[src/rtl/xtr_pkg.sv]
package xtr_pkg;
  typedef struct packed {
    logic load;
    logic posMode;
    logic rndEn;
    logic satEn;
    logic decEn;
    logic fieldOk;
  } xtrStrobes_t;
endpackage

[src/rtl/xtr_ctrl.sv]
module xtr_ctrl
  import xtr_pkg::*;
#(
  parameter int AMT_W = 5,
  parameter int POS_W = 6
) (
  input  logic             clk,
  input  logic             rstN,
  input  logic             start,
  input  logic             modeSel,
  input  logic             roundEn,
  input  logic             satEn,
  input  logic             decEn,
  input  logic [POS_W-1:0] pos,
  input  logic [AMT_W-1:0] amt,
  output xtrStrobes_t      strobes,
  output logic             outValid
);
  localparam int CMP_W = ((POS_W > AMT_W) ? POS_W : AMT_W) + 1;

  logic [CMP_W-1:0] posWide;
  logic [CMP_W-1:0] sizeWide;

  assign posWide  = CMP_W'(pos);
  assign sizeWide = CMP_W'(amt);

  always_comb begin
    strobes.load    = start;
    strobes.posMode = modeSel;
    strobes.rndEn   = roundEn & ~modeSel;
    strobes.satEn   = satEn & ~modeSel;
    strobes.decEn   = decEn & modeSel;
    strobes.fieldOk = (posWide >= sizeWide);
  end

  always_ff @(posedge clk or negedge rstN) begin
    if (!rstN) outValid <= 1'b0;
    else       outValid <= start;
  end
endmodule

[src/rtl/xtr_dp.sv]
module xtr_dp
  import xtr_pkg::*;
#(
  parameter int ACC_W   = 64,
  parameter int RES_W   = 32,
  parameter int AMT_W   = 5,
  parameter int POS_W   = 6,
  parameter int CTL_W   = 32,
  parameter int OVF_BIT = 23,
  parameter int BAD_BIT = 14
) (
  input  logic             clk,
  input  logic             rstN,
  input  xtrStrobes_t      strobes,
  input  logic [ACC_W-1:0] accIn,
  input  logic [AMT_W-1:0] amt,
  input  logic [CTL_W-1:0] ctlIn,
  output logic [RES_W-1:0] result,
  output logic [CTL_W-1:0] ctlOut
);
  localparam logic signed [ACC_W-1:0] ACC_MAX = {1'b0, {(ACC_W-1){1'b1}}};
  localparam logic signed [ACC_W-1:0] RES_MAX =
    {{(ACC_W-RES_W+1){1'b0}}, {(RES_W-1){1'b1}}};
  localparam logic signed [ACC_W-1:0] RES_MIN = ~RES_MAX;
  localparam int TOP_W = ACC_W - RES_W + 1;

  logic [ACC_W-1:0]        rndAdd;
  logic [ACC_W-1:0]        sum;
  logic [ACC_W-1:0]        pre;
  logic signed [ACC_W-1:0] shifted;
  logic                    rndOvf;
  logic                    rangeOvf;
  logic [TOP_W-1:0]        topBits;
  logic [RES_W-1:0]        shiftRes;

  logic [POS_W-1:0]        pos;
  logic [POS_W-1:0]        lowBit;
  logic [POS_W-1:0]        nextPos;
  logic [RES_W:0]          maskW;
  logic [RES_W-1:0]        fieldRes;

  logic [RES_W-1:0]        resNext;
  logic [CTL_W-1:0]        ctlNext;

  // shift path
  always_comb begin
    rndAdd   = (amt == '0) ? '0 : (ACC_W'(1) << (amt - 1'b1));
    sum      = accIn + rndAdd;
    rndOvf   = strobes.rndEn && (amt != '0) && !accIn[ACC_W-1] &&
               (accIn != '0) && sum[ACC_W-1];
    pre      = strobes.rndEn ? sum : accIn;
    if (rndOvf && strobes.satEn) pre = ACC_MAX;
    shifted  = $signed(pre) >>> amt;
    topBits  = accIn[ACC_W-1:RES_W-1];
    rangeOvf = !((&topBits) || (~|topBits));
    if (strobes.satEn && (shifted > RES_MAX))      shiftRes = RES_MAX[RES_W-1:0];
    else if (strobes.satEn && (shifted < RES_MIN)) shiftRes = RES_MIN[RES_W-1:0];
    else                                           shiftRes = shifted[RES_W-1:0];
  end

  // position path
  always_comb begin
    pos      = ctlIn[POS_W-1:0];
    lowBit   = pos - POS_W'(amt);
    nextPos  = lowBit - 1'b1;
    maskW    = ((RES_W+1)'(1) << ({1'b0, amt} + 1'b1)) - 1'b1;
    fieldRes = RES_W'(accIn >> lowBit) & maskW[RES_W-1:0];
  end

  // merge
  always_comb begin
    ctlNext = ctlIn;
    if (strobes.posMode) begin
      resNext          = strobes.fieldOk ? fieldRes : '0;
      ctlNext[BAD_BIT] = ~strobes.fieldOk;
      if (strobes.fieldOk && strobes.decEn) ctlNext[POS_W-1:0] = nextPos;
    end else begin
      resNext = shiftRes;
      if (rndOvf || rangeOvf) ctlNext[OVF_BIT] = 1'b1;
    end
  end

  always_ff @(posedge clk or negedge rstN) begin
    if (!rstN) begin
      result <= '0;
      ctlOut <= '0;
    end else if (strobes.load) begin
      result <= resNext;
      ctlOut <= ctlNext;
    end
  end
endmodule

[src/rtl/xtr_field_extract.sv]
module xtr_field_extract
  import xtr_pkg::*;
#(
  parameter int ACC_W   = 64,
  parameter int RES_W   = 32,
  parameter int AMT_W   = 5,
  parameter int POS_W   = 6,
  parameter int CTL_W   = 32,
  parameter int OVF_BIT = 23,
  parameter int BAD_BIT = 14
) (
  input  logic             clk,
  input  logic             rstN,
  input  logic             start,
  input  logic             modeSel,
  input  logic             roundEn,
  input  logic             satEn,
  input  logic             decEn,
  input  logic [ACC_W-1:0] accIn,
  input  logic [AMT_W-1:0] amt,
  input  logic [CTL_W-1:0] ctlIn,
  output logic             outValid,
  output logic [RES_W-1:0] result,
  output logic [CTL_W-1:0] ctlOut
);
  xtrStrobes_t strobes;

  xtr_ctrl #(.AMT_W(AMT_W), .POS_W(POS_W)) uCtrl (
    .clk(clk), .rstN(rstN), .start(start), .modeSel(modeSel),
    .roundEn(roundEn), .satEn(satEn), .decEn(decEn),
    .pos(ctlIn[POS_W-1:0]), .amt(amt),
    .strobes(strobes), .outValid(outValid)
  );

  xtr_dp #(
    .ACC_W(ACC_W), .RES_W(RES_W), .AMT_W(AMT_W), .POS_W(POS_W),
    .CTL_W(CTL_W), .OVF_BIT(OVF_BIT), .BAD_BIT(BAD_BIT)
  ) uDp (
    .clk(clk), .rstN(rstN), .strobes(strobes), .accIn(accIn),
    .amt(amt), .ctlIn(ctlIn), .result(result), .ctlOut(ctlOut)
  );
endmodule

[config.mk]
export PLATFORM = sky130hd
export DESIGN_NAME = xtr_field_extract
export DESIGN_NICKNAME = d
export VERILOG_FILES = /design/src/rtl/xtr_pkg.sv /design/src/rtl/xtr_ctrl.sv /design/src/rtl/xtr_dp.sv /design/src/rtl/xtr_field_extract.sv
export SDC_FILE = /design/constraint.sdc
export NUM_CORES = 1
export LEC_CHECK = 0
export ABC_AREA = 1
export BUFFER_PORTS_ARGS = -buffer_cell sky130_fd_sc_hd__buf_2
export CAP_MARGIN = 40
export CORE_UTILIZATION = 51
export DETAILED_ROUTE_END_ITERATION = 8
export HOLD_SLACK_MARGIN = 0.15
export PLACE_DENSITY = 0.71
export SYNTH_ARGS = -nofsm -noshare
export SYNTH_HDL_FRONTEND = slang
export SYNTH_HIERARCHICAL = 1
export SYNTH_SLANG_ARGS = --single-unit
[constraint.sdc]
create_clock -name clk -period 0.8 [get_ports clk]
set_input_delay 0.12 -clock clk [delete_from_list [all_inputs] [get_ports clk]]
set_output_delay 0.12 -clock clk [all_outputs]
set_load 0.05 [all_outputs]
==> out/results.ini, run 1 <==
[status]
status = did not finish
stop_stage = global routing
stop_error = [ERROR GRT-0232] Routing congestion too high. Check the congestion heatmap in the GUI.

[sta]
worst_endpoint = uDp/result[2]$_DFFE_PN0P_/D
worst-ep-kind = register data pin

[cts]
numCtsBuffers = 9
cts.sinks = 65
clockBufferDepth = 2
cts-root-buf = clkbuf_16
ctsHtreeMaxLevel = 3

[synth]
ys_seq_elements = 65
yosysSeqAreaShare_pct = 9.996
synthArstFlopShare_pct = 100.0
yosysTopAreaCellShare_pct = 25.65
synthCells = 3201
synth.most_common_cell = nand2_1
synth_top_area_cell = nand2_1
synth-edff-count = 0
synth-main-ff-cell = dfrtp_1
syn_area_um2 = 16270
yosysWarnings = 6
yosysUniqueCellTypes = 59
syn_area_per_cell_um2 = 5.083
yosys-top-cells-count = nand2_1, nand3_1, inv_1
synth_nets = 3355
synth_area_leaders = nand2_1, nand3_1, dfrtp_1, o21ai_0, inv_1

[global_route]
grt_max_degree = 68
overflow = 198
track_usage_pct = 79.32

[placement]
gp_congestion = 1.223
port_buffers = 172
dp_slack_ns = -4.086
post-dp-hpwl_um = 69360

[die]
ios = 173
start_util_pct = 51.70
die_y_um = 180.6
core.rowCount = 65
fp.dieW_um = 180.6

==> cell families after synthesis <==
family	count (synthesis)	share of synthesized area [%]
xor+xnor	25	1.346
flops	65	9.996
compound gates	543	18.27
other cells	2	0.04615
fa+ha+maj	46	3.629
buf+inv	513	12.52
mux	54	3.322
simple gates	1953	50.87
==> what timing repair did <==
| action | 4_1_cts |
|---|---|
| gates cloned | 2 |
| resized for setup | 222 |
| endpoints found under the setup margin | 105 |
| pin swaps | 27 |
| hold buffers | 27 |
| setup buffers | 6 |
| hold endpoints to repair | 91 |
==> metrics by stage <==
stage	cells	area (um^2)	util [%]
after floorplan	3201	16610	-
after global placement	4262	22480	71.43
after detailed placement	4262	22480	71.43
after CTS	4313	23910	75.97
==> per-layer routing <==
layer | overflow | track usage, %
met1 | 8 | 80.59
met2 | 108 | 96.09
met3 | 9 | 61.03
met4 | 73 | 80.44
met5 | 0 | 32.44
==> inputs of run 2 (changes only) <==
--- a/config.mk
+++ b/config.mk
@@ -8,10 +8,9 @@
 export ABC_AREA = 1
 export BUFFER_PORTS_ARGS = -buffer_cell sky130_fd_sc_hd__buf_2
 export CAP_MARGIN = 40
-export CORE_UTILIZATION = 51
+export CORE_UTILIZATION = 36
 export DETAILED_ROUTE_END_ITERATION = 8
-export HOLD_SLACK_MARGIN = 0.15
-export PLACE_DENSITY = 0.71
+export PLACE_DENSITY_LB_ADDON = 0.15
 export SYNTH_ARGS = -nofsm -noshare
 export SYNTH_HDL_FRONTEND = slang
 export SYNTH_HIERARCHICAL = 1
==> out/results.ini, run 2 <==
[status]
status = complete, but fails checks
violations = negative setup slack

[setup_path]
r2r_slack_ns = -0.10
r2r-start = uDp/result[14]$_DFFE_PN0P_
arrival_ns = 4.76
startpoint_type = primary input
cpMaxStageDelayCell = ha_4
r2r_cells = 3
worstPathRequired_ns = 1.04
crit_path_max_fanout = 8
crit_end = uDp/result[22]$_DFFE_PN0P_
cp-startpoint = amt[2]
cp_common_cell = nand2_1
r2r_end = uDp/result[14]$_DFFE_PN0P_
worst_setup_path_end_kind = flip-flop
max_stage_delay_ns = 0.25
path_class = primary input to flip-flop

[synth]
synthArstFlopShare_pct = 100.0  ; unchanged
synth-edff-count = 0  ; unchanged
yosys-top-cells-count = nand2_1, nand3_1, inv_1
yosysSeqAreaShare_pct = 9.996  ; unchanged
yosysUniqueCellTypes = 59  ; unchanged
synth_top_area_cell = nand2_1
synth_area_leaders = nand2_1, nand3_1, dfrtp_1, o21ai_0, inv_1
synth-main-ff-cell = dfrtp_1
yosysTopAreaCellShare_pct = 25.65  ; unchanged
synthCells = 3201  ; unchanged
ys_seq_elements = 65  ; unchanged
syn_area_um2 = 16270  ; unchanged
synth.most_common_cell = nand2_1
syn_area_per_cell_um2 = 5.083  ; unchanged
synth_nets = 3355  ; unchanged
yosysWarnings = 6  ; unchanged

[global_route]
antenna_found_initial = 0
track_usage_pct = 40.21
grt_pass1_wl_um = 143400
grt_pass1_vias = 24420
grt_max_degree = 68
overflow = 0

[die]
fp.dieW_um = 214.6  ; +19%
ios = 173  ; unchanged
die-area_um2 = 46050
start_util_pct = 36.64  ; -15 points
core_um2 = 44410
core.rowCount = 77  ; +18%
die_y_um = 214.6  ; +19%

[sta]
hold_violations = 0
slew_headroom_pct = 28.39
clock.fmax_ghz = 0.2211
layout_setup_ws_ns = -3.722
finalClockSkew_ns = 0
rsz0062_at_grt = true
min_period_over_period_pct = 565.3
tightest_slew_ns = 1.074
fin_crit_ns = 4.522
setup_viol = 105
final_max_slew_viol_count = 0

[finish]
reg_top3 = uDp/ctlOut x32, uDp/result x32, uCtrl/outValid x1
layout_common_cells = nand2_1, buf_4, o21ai_0
nFillCells = 3958
drive_above_1_share_pct = 43.55
mostFrequentLayoutCell = nand2_1
antenna_cells = 0
final_cell_area_um2 = 29290
area_growth_pct = 80.02
fin_nets = 4227

[detailed_routing]
via_per_inst = 5.700
wl_per_cell_um = 21.82
drt_first_iter_violations = 3131
routed_wl_um = 101900
firstDrtPassIters = 6
drc = 0
drtAntennaViolNets = 0
vias = 26620

[pwr]
p_per_area_nw_per_um2 = 1128
vdd_drop_max_mv = 1.064
leakagePower_nw = 14.67

[cts]
clock_latency_ns = 0.32
numCtsBuffers = 9  ; unchanged
ctsHtreeMaxLevel = 3  ; unchanged
cts.sinks = 65  ; unchanged
cts_tree = built
cts-root-buf = clkbuf_16
clockBufferDepth = 2  ; unchanged
clk_pin_slew_ns = 0.06

[placement]
post-dp-hpwl_um = 76030  ; +9.6%
placed_area_um2 = 23190  ; +3.2%
gp_congestion = 1.059  ; -13%
port_buffers = 172  ; unchanged
dp_slack_ns = -4.223  ; -0.1371 ns

[min_path]
hold_path_class = primary input to flip-flop

[job]
drv_cap = 0

[run 2: cell counts after synthesis]
Identical to the previous run, type by type.
[run 2: area by class of cell]
| cell class | instances | area, um^2 | area share [%] |
|---|---|---|---|
| multi-input cells | 2623 | 16460 | 56.19 |
| repair buffers | 1056 | 8925 | 30.47 |
| flip-flops and latches | 65 | 1628 | 5.557 |
| inverters | 318 | 1237 | 4.224 |
| well taps | 592 | 740.7 | 2.529 |
| clock buffers | 9 | 225.2 | 0.7688 |
| clock inverters | 7 | 77.57 | 0.2648 |
[run 2: what timing repair did]
item	in CTS	in global routing
hold buffers	15	0
buffers inserted	61	50
pin swaps	48	230
endpoints found under the hold margin	79	0
gates resized for setup	492	565
gates cloned	9	7
setup endpoints to repair	105	105
[run 2: where the power goes]
group / total [mW] / switching, mW / internal, mW
logic: 25.0 / 14.9 / 10.1
registers: 4.03 / 0.341 / 3.69
clock network: 4.02 / 1.58 / 2.44
total: 33.0 / 16.8 / 16.2
[run 2: critical path: cells and delay by family]
| kind | cells | cell delay [ns] |
|---|---|---|
| AOI/OAI and AO/OA | 2 | 0.30 |
| adders and majority gates | 1 | 0.25 |
| buffers and inverters | 8 | 1.10 |
| and+or+nand+nor | 29 | 2.98 |
[run 2: per-layer routing]
layer / GRT usage [%] / wire (um)
met5: 0 / 0
met4: 20.00 / 6683
met3: 5.816 / 9376
met2: 63.78 / 44650
met1: 53.07 / 41190
[run 2: cells by family after synthesis]
logic type	count (synthesis)	share of synthesized area (%)
AND/OR/NAND/NOR	1953	50.87
other	2	0.04615
buffers and inverters	513	12.52
flip-flops	65	9.996
AO/OA/AOI/OAI	543	18.27
multiplexers	54	3.322
XOR/XNOR	25	1.346
adder cells (fa/ha/maj)	46	3.629
[run 2: metrics by stage]
step / power (mW) / setup TNS [ns] / hold WS, ns / util, % / instances
6_report: 33.04 / -137.96 / 0.004841 / 65.95 / 4670
5_1_grt: 34.72 / -145.58 / -0.001030 / 65.95 / 4670
4_1_cts: 30.19 / -130.90 / 0.00003958 / 59.20 / 4615
3_5_place_dp: 24.14 / -154.93 / 0.1640 / 52.22 / 4515
3_3_place_gp: 24.07 / -154.06 / 0.1581 / 52.22 / 4515
2_1_floorplan: 14.68 / -113.33 / -0.1756 / - / 3201
[run 2: worst min-delay path by stage]
stage	slack, ns	cells after the start	startpoint	to
after global placement	0.16	2	rstN	uDp/ctlOut[13]$_DFFE_PN0P_
final	0.005	3	ctlIn[28]	uDp/ctlOut[28]$_DFFE_PN0P_
after floorplan	-0.18	0	rstN	uCtrl/outValid$_DFF_PN0_
after detailed placement	0.16	2	rstN	uDp/ctlOut[19]$_DFFE_PN0P_
after CTS	0.00004	3	ctlIn[31]	uDp/ctlOut[31]$_DFFE_PN0P_
after global routing	-0.001	3	ctlIn[28]	uDp/ctlOut[28]$_DFFE_PN0P_
Power figures use the tool's default switching activity.
==> inputs of run 3 (changes only) <==
--- a/config.mk
+++ b/config.mk
@@ -8,9 +8,9 @@
 export ABC_AREA = 1
 export BUFFER_PORTS_ARGS = -buffer_cell sky130_fd_sc_hd__buf_2
 export CAP_MARGIN = 40
-export CORE_UTILIZATION = 36
+export CORE_UTILIZATION = 30
 export DETAILED_ROUTE_END_ITERATION = 8
-export PLACE_DENSITY_LB_ADDON = 0.15
+export PLACE_DENSITY = 0.46
 export SYNTH_ARGS = -nofsm -noshare
 export SYNTH_HDL_FRONTEND = slang
 export SYNTH_HIERARCHICAL = 1
==> out/results.ini, run 3 (synthesized netlist as in run 2, its figures left out) <==
[status]
violations = negative setup slack
status = complete, but fails checks

[die]
start_util_pct = 30.66  ; -6.0 points
fp.dieW_um = 234.9  ; +9.5%
core_um2 = 53080  ; +20%
ios = 173  ; unchanged
core.rowCount = 84  ; +9.1%
die_y_um = 234.9  ; +9.5%
die-area_um2 = 55180  ; +20%

[sta]
whs_ns = 0.004434  ; -0.0004074 ns
fin_crit_ns = 4.355  ; -0.1676 ns
finalClockSkew_ns = 0  ; unchanged
hold_violations = 0  ; unchanged
layout_setup_ws_ns = -3.555  ; +0.1676 ns
clock.fmax_ghz = 0.2296  ; +3.8%
setup_viol = 105  ; unchanged
slew_headroom_pct = 34.13  ; +5.7 points
tightest_slew_ns = 0.9880  ; -0.08615 ns
min_period_over_period_pct = 544.3  ; -21 points
rsz0062_at_grt = true
fin_setup_tns_ns = -134.01  ; +3.944 ns
final_max_slew_viol_count = 0  ; unchanged

[setup_path]
crit_cells = 40  ; unchanged
worst_setup_path_end_kind = flip-flop
startpoint_type = primary input
r2r_slack_ns = -0.01  ; +0.09 ns
r2r_cells = 3  ; unchanged
worstPathRequired_ns = 1.05  ; about the same
crit_path_max_fanout = 8  ; unchanged
cp-startpoint = amt[2]
cpMaxStageDelayCell = ha_4
path_delay_family = simple AND/OR/NAND/NOR gates
cp_common_cell = nand2_1
r2r-start = uDp/result[13]$_DFFE_PN0P_
arrival_ns = 4.61  ; -0.15 ns
path_buf_inv = 9  ; +1
path_class = primary input to flip-flop
max_stage_delay_ns = 0.23  ; -0.02 ns

[cts]
clock_latency_ns = 0.33  ; about the same
clk_pin_slew_ns = 0.06  ; about the same
cts.sinks = 65  ; unchanged
cts_tree = built
ctsHtreeMaxLevel = 3  ; unchanged
cts-root-buf = clkbuf_16
numCtsBuffers = 9  ; unchanged
clockBufferDepth = 2  ; unchanged

[global_route]
grt_pass1_vias = 22640  ; -7.3%
track_usage_pct = 31.98  ; -8.2 points
grt_max_degree = 68  ; unchanged
antenna_found_initial = 2  ; +2
overflow = 0  ; unchanged
grt_pass1_wl_um = 136000  ; -5.1%

[placement]
port_buffers = 172  ; unchanged
gp_congestion = 1.057  ; -0.14%
post-dp-hpwl_um = 76000  ; about the same
dp_slack_ns = -4.217  ; +0.005620 ns

[detailed_routing]
drtAntennaViolNets = 0  ; unchanged
routed_wl_um = 95450  ; -6.3%
wl_per_cell_um = 20.05  ; -8.1%
drc = 0  ; unchanged
via_per_inst = 5.270  ; -7.6%
firstDrtPassIters = 6  ; unchanged
drt_first_iter_violations = 2648  ; -15%
vias = 25090  ; -5.8%

[pwr]
p_total_mw = 32.44  ; -1.8%
vdd_drop_max_mv = 1.165  ; +9.6%
p_per_area_nw_per_um2 = 1155  ; +2.4%
leakagePower_nw = 14.39  ; -1.9%

[finish]
mostFrequentLayoutCell = nand2_1
area_growth_pct = 72.55
reg_top3 = uDp/ctlOut x32, uDp/result x32, uCtrl/outValid x1
antenna_cells = 0  ; unchanged
drive_above_1_share_pct = 38.84  ; -4.7 points
nFillCells = 5424  ; +37%
layout_common_cells = nand2_1, buf_4, inv_1
fin_nets = 4222  ; -0.12%

[min_path]
min_from = ctlIn[8]
hold_path_class = primary input to flip-flop
hold_depth = 3  ; unchanged

[job]
drv_cap = 0  ; unchanged

==> run 3: cell types whose count changed in the layout (fill, tap and decap cells not counted), moves of 10 or more <==
| cell | delta |
|---|---|
| nand3_4 | -48 |
| nor2_1 | +10 |
| nand2_2 | -47 |
| a21oi_2 | -10 |
| nand3_1 | +46 |
| nand2_4 | -28 |
| nand2_1 | +75 |
| ha_4 | -10 |
| nor2_4 | -18 |
| inv_1 | +12 |
| a21oi_1 | +19 |
| buf_4 | -19 |
| ha_1 | +11 |
==> run 3: power by group <==
part	switching, mW	internal (mW)
logic	14.2	9.90
clock network	1.58	2.76
registers	0.322	3.69
total	16.1	16.3
==> run 3: timing repair <==
item / CTS / global route
hold buffers: 24 / 0
endpoints found under the hold margin: 88 / 0
pin swaps: 29 / 150
setup endpoints to repair: 105 / 105
resized for setup: 248 / 529
setup buffers: 10 / 83
gates cloned: 3 / 14
==> run 3: cell type report <==
cell class / count / area (um^2) / area share, %
clock buffers: 9 / 225.2 / 0.8021
clock inverters: 7 / 100.1 / 0.3565
inverters: 318 / 1231 / 4.385
multi-input cells: 2623 / 15150 / 53.94
flip-flops and latches: 65 / 1627 / 5.793
well taps: 688 / 860.8 / 3.066
repair buffers: 1051 / 8887 / 31.65
==> run 3: worst paths after layout <==
| path | endpoint |
|---|---|
| hold reg to reg | uDp/ctlOut[7]$_DFFE_PN0P_ |
| max in group asynchronous | uDp/ctlOut[12]$_DFFE_PN0P_ |
| setup reg to reg | uDp/result[13]$_DFFE_PN0P_ |
| min in group asynchronous | uDp/ctlOut[26]$_DFFE_PN0P_ |
| hold / removal | uDp/ctlOut[8]$_DFFE_PN0P_ |
| setup / recovery | uDp/result[26]$_DFFE_PN0P_ |
==> run 3: per-stage QoR <==
stage,utilization [%],std cells,instance area (um^2)
4_1_cts,47.11,4665,25000
5_1_grt,52.90,4761,28080
2_1_floorplan,-,3201,16610
3_5_place_dp,44.08,4612,23400
3_3_place_gp,44.08,4612,23400
6_report,52.90,4761,28080
==> run 3: tightest hold or removal path, stage by stage <==
cell,delay (ns)
buf_2,0.07
nand2_1,0.04
nand2_1,0.06
==> run 3: metal layers <==
metal  global-route usage, %  up-vias  part of all wire, %
met3                   2.056      150                  5.6
met1                   43.72    11660                   45
met4                   8.872        0                  3.4
li1                        -    12280                    -
met2                   53.97     1001                   46
met5                       0        -                    0
